File: config.mk
export PLATFORM = sky130hd
export DESIGN_NAME = ob_xlate
export DESIGN_NICKNAME = d
export VERILOG_FILES = /design/src/rtl/ob_pkg.sv /design/src/rtl/ob_regfile.sv /design/src/rtl/ob_win_lookup.sv /design/src/rtl/ob_xlate.sv
export SDC_FILE = /design/constraint.sdc
export NUM_CORES = 2
export LEC_CHECK = 0
export BUFFER_PORTS_ARGS = -buffer_cell sky130_fd_sc_hd__buf_4
export CAP_MARGIN = 20
export CORE_MARGIN = 2
export CORE_UTILIZATION = 55
export DETAILED_ROUTE_END_ITERATION = 12
export GPL_TIMING_DRIVEN = 0
export PLACE_DENSITY = 0.76
export SLEW_MARGIN = 20
export SYNTH_ARGS = -nofsm -noshare
export SYNTH_HDL_FRONTEND = slang
export SYNTH_SLANG_ARGS = --single-unit
export TNS_END_PERCENT = 30
File: constraint.sdc
create_clock -name clk -period 7 [get_ports clk]
set_input_delay 0.35 -clock clk [delete_from_list [all_inputs] [get_ports clk]]
set_output_delay 0.35 -clock clk [all_outputs]
set_load 0.005 [all_outputs]
File: src/rtl/ob_pkg.sv
package ob_pkg;
    localparam int CFG_AW      = 12;
    localparam int MB_SHIFT    = 20;
    localparam int SIZE_W      = 3;
    localparam int XLATE_EN_B  = 1;
    localparam int WIN_EN_B    = 0;
    localparam logic [CFG_AW-1:0] CMD_OFF  = 12'h004;
    localparam logic [CFG_AW-1:0] SIZE_OFF = 12'h030;
    localparam logic [CFG_AW-1:0] WIN_BASE = 12'h200;

    typedef struct packed {
        logic        valid;
        logic        hit;
        logic [63:0] addr;
    } rsp_t;
endpackage

File: src/rtl/ob_regfile.sv
module ob_regfile
    import ob_pkg::*;
#(
    parameter int NUM_WIN = 32
) (
    input  logic                           clk,
    input  logic                           rst_n,
    input  logic                           cfg_we,
    input  logic [CFG_AW-1:0]              cfg_addr,
    input  logic [31:0]                    cfg_wdata,
    output logic                           glb_en,
    output logic [SIZE_W-1:0]              size_idx,
    output logic [NUM_WIN-1:0][31:0]       win_lo,
    output logic [NUM_WIN-1:0][31:0]       win_hi
);
    typedef struct packed {
        logic                     glb_en;
        logic [SIZE_W-1:0]        size_idx;
        logic [NUM_WIN-1:0][31:0] lo;
        logic [NUM_WIN-1:0][31:0] hi;
    } regs_t;

    regs_t regs_d, regs_q;

    logic [CFG_AW-1:0] win_rel;
    logic [CFG_AW-1:0] win_num;
    logic              in_win;

    always_comb begin
        win_rel = cfg_addr - WIN_BASE;
        win_num = win_rel >> 3;
        in_win  = (cfg_addr >= WIN_BASE) && (win_num < CFG_AW'(NUM_WIN))
                  && (cfg_addr[1:0] == 2'b00);
    end

    always_comb begin
        regs_d = regs_q;
        if (cfg_we) begin
            if (cfg_addr == CMD_OFF) begin
                regs_d.glb_en = cfg_wdata[XLATE_EN_B];
            end else if (cfg_addr == SIZE_OFF) begin
                regs_d.size_idx = cfg_wdata[SIZE_W-1:0];
            end else if (in_win) begin
                for (int n = 0; n < NUM_WIN; n++) begin
                    if (win_num == CFG_AW'(n)) begin
                        if (win_rel[2]) regs_d.hi[n] = cfg_wdata;
                        else            regs_d.lo[n] = cfg_wdata;
                    end
                end
            end
        end
    end

    always_ff @(posedge clk or negedge rst_n) begin
        if (!rst_n) regs_q <= '0;
        else        regs_q <= regs_d;
    end

    assign glb_en   = regs_q.glb_en;
    assign size_idx = regs_q.size_idx;
    assign win_lo   = regs_q.lo;
    assign win_hi   = regs_q.hi;
endmodule

File: src/rtl/ob_win_lookup.sv
module ob_win_lookup
    import ob_pkg::*;
#(
    parameter int AW      = 32,
    parameter int NUM_WIN = 32
) (
    input  logic [AW-1:0]                lk_addr,
    input  logic                         glb_en,
    input  logic [SIZE_W-1:0]            size_idx,
    input  logic [NUM_WIN-1:0][31:0]     win_lo,
    input  logic [NUM_WIN-1:0][31:0]     win_hi,
    output logic                         hit,
    output logic [63:0]                  bus_addr
);
    localparam int IDX_W = $clog2(NUM_WIN);

    logic [5:0]       shift;
    logic [AW-1:0]    idx_full;
    logic [IDX_W-1:0] sel;
    logic             in_range;
    logic [63:0]      mask;
    logic [63:0]      base;
    logic [63:0]      addr_ext;
    logic [NUM_WIN-1:0] win_on;

    for (genvar n = 0; n < NUM_WIN; n++) begin : g_en
        assign win_on[n] = win_lo[n][WIN_EN_B];
    end

    always_comb begin
        shift    = 6'(MB_SHIFT) + 6'(size_idx);
        idx_full = lk_addr >> shift;
        in_range = idx_full < AW'(NUM_WIN);
        sel      = idx_full[IDX_W-1:0];
        mask     = (64'd1 << shift) - 64'd1;
        addr_ext = {{(64-AW){1'b0}}, lk_addr};
        base     = {win_hi[sel], win_lo[sel]} & ~mask;
        hit      = glb_en && in_range && win_on[sel];
        bus_addr = hit ? (base + (addr_ext & mask)) : 64'd0;
    end
endmodule

File: src/rtl/ob_xlate.sv
module ob_xlate
    import ob_pkg::*;
#(
    parameter int AW      = 32,
    parameter int NUM_WIN = 32
) (
    input  logic              clk,
    input  logic              rst_n,
    input  logic              cfg_we,
    input  logic [11:0]       cfg_addr,
    input  logic [31:0]       cfg_wdata,
    input  logic              lk_valid,
    input  logic [AW-1:0]     lk_addr,
    output logic              rsp_valid,
    output logic              rsp_hit,
    output logic [63:0]       rsp_addr
);
    logic                     glb_en;
    logic [SIZE_W-1:0]        size_idx;
    logic [NUM_WIN-1:0][31:0] win_lo;
    logic [NUM_WIN-1:0][31:0] win_hi;
    logic                     lk_hit;
    logic [63:0]              lk_bus;

    rsp_t rsp_d, rsp_q;

    ob_regfile #(.NUM_WIN(NUM_WIN)) u_regs (
        .clk      (clk),
        .rst_n    (rst_n),
        .cfg_we   (cfg_we),
        .cfg_addr (cfg_addr),
        .cfg_wdata(cfg_wdata),
        .glb_en   (glb_en),
        .size_idx (size_idx),
        .win_lo   (win_lo),
        .win_hi   (win_hi)
    );

    ob_win_lookup #(.AW(AW), .NUM_WIN(NUM_WIN)) u_lookup (
        .lk_addr  (lk_addr),
        .glb_en   (glb_en),
        .size_idx (size_idx),
        .win_lo   (win_lo),
        .win_hi   (win_hi),
        .hit      (lk_hit),
        .bus_addr (lk_bus)
    );

    always_comb begin
        rsp_d       = rsp_q;
        rsp_d.valid = lk_valid;
        if (lk_valid) begin
            rsp_d.hit  = lk_hit;
            rsp_d.addr = lk_bus;
        end
    end

    always_ff @(posedge clk or negedge rst_n) begin
        if (!rst_n) rsp_q <= '0;
        else        rsp_q <= rsp_d;
    end

    assign rsp_valid = rsp_q.valid;
    assign rsp_hit   = rsp_q.hit;
    assign rsp_addr  = rsp_q.addr;
endmodule

==> impl_results.md <==
- Area overhead of the layout relative to synthesis: 14.2%
- Dpl hpwl: 249000 microns
- Logic gate share of total power: 8.6%
- Avg Vias per Cell: ~7
- Share of synthesized registers carrying an async set or reset: 100%
- Maximum number of pins on one net before global-route repair: 153
- Worst Reg2Reg Path Length in Cells: 17
- Port buffer count: 125
- Start point of the critical path: u_regs.size_idx[1]$_DFFE_PN0P_
- Post-detailed-route wirelength per cell: 40.5 microns
- Global Route Usage Sum: 49.8%
- Num rows: around 140
- Internal portion of total power: 14900 uW
- Worst clock skew on the final layout: 30.6 ps
- Worst path arrival time: 7990 ps
- Nature of the critical path endpoint: register
- Die area: roughly 0.14 sq mm
- Destination of the worst register-to-register timing path: rsp_addr[61]$_DFFE_PN0P_
- Worst-case hold path end point: rsp_addr[19]$_DFFE_PN0P_
- CTS buffer count: 170
- Largest fanout of any net on the critical path: 10
- Placed cell areas: 0.0796 sq mm
- Count of routing violations after the opening detailed-route iteration: 9895
- Sequential cell fraction of total power: roughly 45%
- Setup repair after global routing missed its margin: no
- Share of the synthesized area in the top cell type: 52.2%
- Minimum clock period: 7260 ps
- Pwr dens: 236 mW/mm^2
- Startpoint of the worst hold path: lk_addr[19]
- Total count of hold-check failures in the final report: 0
- Clk network pwr share: 46.5%
- Net count, final: 6849
- Clock tree root driver cell: clkbuf_16
- Max rail drop VDD: about 0.23 mV
- Hold Path Class: input port to register
- Hold Path Cell Cnt: 4
- Die extent in y: 375 microns
- Worst-skew pair later-pin latency: 860 ps
- DRC violations left: 0
- Top cell type by total area after synthesis: dfrtp_1
- Fraction of final layout cells sized beyond drive strength 1: about a third
- Switching part of the total power: 26.9%
- Clock sink count: 1574
- CTS tree: yes
- Final setup vio count: 6
- Global-route wire length before repair: 479000 microns
- Cell area after technology mapping: around 0.076 sq mm
- Clock-pin slew reported for the worst setup and hold paths after clock tree synthesis: ~60 ps
- Critical setup path kind: register to register
- Headroom to the max-slew limit: 9.72%
- Worst reg2reg path startpoint: u_regs.size_idx[1]$_DFFE_PN0P_
- Routed via count: 62234
- Setup slack, reg-to-reg: -260 ps
- PnR worst setup slack: -256 ps
- GPL Wtd Cong: around 1.1
- Num ports: 146
- Number of optimization iterations in the first detailed-route pass: 9
- Antenna violations before repair: between 50 and 60
- Yosys reg bits: 1574
- Fmax: 0.138 GHz
- Cells after Synth: roughly 6400
- Total gr overflow: 0
- Final count of pins violating max slew: 0
- Detail Route Antenna Nets: 0
- Net load switching power: 5480 uW
- Required arrival time at the worst endpoint: 7730 ps
- Synth Flop Type: dfrtp_1
- Initial core utilization: 55.6%
- Buffer depth of the longest clock path: 3
- Ranking of synthesized cells by area: dfrtp_1 (52%), mux2_2 (23%), nand2_1 (4.9%), nand3_1 (3.1%), mux2i_1 (2.6%)
- Leakage power: 0.0417 uW
- Result of the run: finished, violations left
- Vias in the first global route: just under 60000
- Fin Hold WS: between 20 and 30 ps
- Max H-tree Level: 4
- Synth Warn #: 0
- Number of enable-type register cells in the synthesized netlist: 0
- Wire length reported by the detailed router: 352000 microns
- Sequential cell area fraction in the yosys report: 52.2%
- Synth Area per Inst: 11.8 sq um
- Fin area: 0.0862 sq mm
- Final period util: 104%
- Die Span X: 375 microns
- Distinct cell type count after synthesis: around 110
- Number of maximum-capacitance violations: 0
- Slew at the pin with the worst max-slew slack: 1350 ps
- Violations in the final reports: negative setup slack
- Area of the placeable core: between 0.1 and 0.15 sq mm
- Critical Path Start Type: register
[layout make-up]
type	count	area, sq um
plain buffers	575	2930
fillers	10635	49600
repair buffers	204	2000
flip-flops and latches	1574	39400
well taps	1781	2230
clock buffers	244	4890
multi-input cells	4210	33700
clock inverters	61	888
diodes	29	72.6
inverters	18	67.6
[registers in the layout, indices dropped and copies added, names as in the netlist]
name	count
u_regs.glb_en	1
u_regs.win_hi	1024
rsp_valid	1
rsp_addr	64
rsp_hit	1
u_regs.size_idx	3
u_regs.win_lo	480
[per-stage QoR]
stage	total power (uW)	setup TNS, ps	utilization, %	worst slack (ps)	std cells
2_1_floorplan	9900	0	-	1170	6395
3_3_place_gp	10800	-	58.0	-13910	8301
3_5_place_dp	10900	-90590	58.6	-2650	8338
4_1_cts	20100	0	63.3	10.4	8666
5_1_grt	20600	0	63.4	12.3	8671
6_report	20300	-635	63.5	-256	8696
[how the worst max path moves through the flow]
stage	to	slack, ps
finish	rsp_addr[61]$_DFFE_PN0P_	-260
global placement	u_regs.win_hi[391]$_DFFE_PN0P_	-13910
floorplan	rsp_addr[56]$_DFFE_PN0P_	1170
detailed placement	rsp_addr[50]$_DFFE_PN0P_	-2650
global route	rsp_addr[63]$_DFFE_PN0P_	10
CTS	rsp_addr[56]$_DFFE_PN0P_	10
[layer usage]
| metal | track usage, % | vias up | routed length (microns) |
|---|---|---|---|
| met5 | 0.995 | - | 428 |
| met4 | 35.7 | 40 | 31000 |
| met3 | 24.2 | 1517 | 55800 |
| met2 | 67.3 | 5357 | 140000 |
| met1 | 61.8 | 31750 | 124000 |
| li1 | - | 23570 | - |
[cells by family after synthesis]
| group | count (synthesis) | share of synthesized area (%) |
|---|---|---|
| buffers and inverters | 611 | 3.67 |
| xor gates and xnor gates | 34 | 0.394 |
| DFF | 1574 | 52.2 |
| AOI/OAI and AO/OA | 542 | 5.56 |
| and+or+nand+nor | 1841 | 11.0 |
| muxes | 1771 | 26.9 |
| adders and majority gates | 16 | 0.275 |
| other | 2 | 0.00994 |
[cells in the final DEF, fill, tap and decap left out, types with 17 or more instances in the layout]
| cell | netlist | routed |
|---|---|---|
| inv_1 | 17 | 17 |
| a311oi_1 | 89 | 84 |
| and3_1 | 103 | 103 |
| xnor2_1 | 21 | 21 |
| mux2i_1 | 194 | 192 |
| buf_6 | 28 | 46 |
| o21ai_0 | 57 | 56 |
| a22oi_1 | 18 | 18 |
| a31oi_1 | 47 | 46 |
| a21oi_1 | 56 | 55 |
| clkbuf_2 | 0 | 60 |
| clkbuf_8 | 0 | 36 |
| clkbuf_1 | 288 | 264 |
| dfrtp_1 | 1574 | 1574 |
| clkinv_2 | 0 | 28 |
| buf_4 | 26 | 166 |
| buf_1 | 120 | 59 |
| nand4_1 | 33 | 33 |
| nor3_1 | 31 | 28 |
| mux2_2 | 1517 | 1517 |
| nand2_1 | 982 | 982 |
| buf_2 | 130 | 150 |
| dlygate4sd3_1 | 0 | 34 |
| nor2_2 | 1 | 33 |
| diode_2 | 0 | 29 |
| clkbuf_16 | 0 | 171 |
| mux4_2 | 54 | 54 |
| a211oi_1 | 67 | 62 |
| nor2_1 | 119 | 85 |
| nand3_1 | 475 | 475 |
| a22o_1 | 49 | 49 |
[power by group through the flow]
stage	clock (uW)	combinational, uW	sequential [uW]
final	9470	1760	9120
after global routing	9760	1750	9110
after CTS	9380	1630	9120
after detailed placement	0	1610	9280
after global placement	0	1550	9290
after floorplan	0	614	9280
[synth_stat cells (7+ instances only)]
cell type,count
buf_1,120
buf_2,130
o22ai_1,12
xnor2_1,21
nand2_1,982
mux2_2,1517
nor3_1,31
a32oi_1,15
and3_1,103
inv_1,17
dfrtp_1,1574
nor2_1,119
a32o_1,8
o21ai_0,57
a211oi_1,67
buf_6,28
nor2b_1,13
o211ai_1,14
nand2b_1,11
nand3_1,475
a22o_1,49
a21boi_0,7
nand4_1,33
a22oi_1,18
clkbuf_1,288
ha_1,15
a311oi_1,89
nor4_1,19
a2111oi_0,9
a31oi_1,47
buf_4,26
mux4_2,54
a21oi_1,56
mux2i_1,194
xor2_1,13
[critical path: stages, from the launching register on]
cell      delay (ps)
dfrtp_1          340
buf_6            150
buf_8            160
mux2i_2          390
o22ai_2          270
nor2_4           300
buf_4            330
buf_2            500
buf_2            570
buf_1            890
nand2_1          730
a21oi_1          300
nor3_1           150
nor2_1           350
nand4_1          430
a211oi_4         550
mux2_2           380
a211o_1          270
[repair_timing]
action / 4_1_cts / 5_1_grt
hold endpoints to repair: 176 / 0
buffers inserted: 2 / 3
hold buffers: 34 / 0
setup endpoints to repair: 44 / 34
pin swaps: 2 / 2
gates resized for setup: 74 / 33
(Power assumes the default switching activity.)
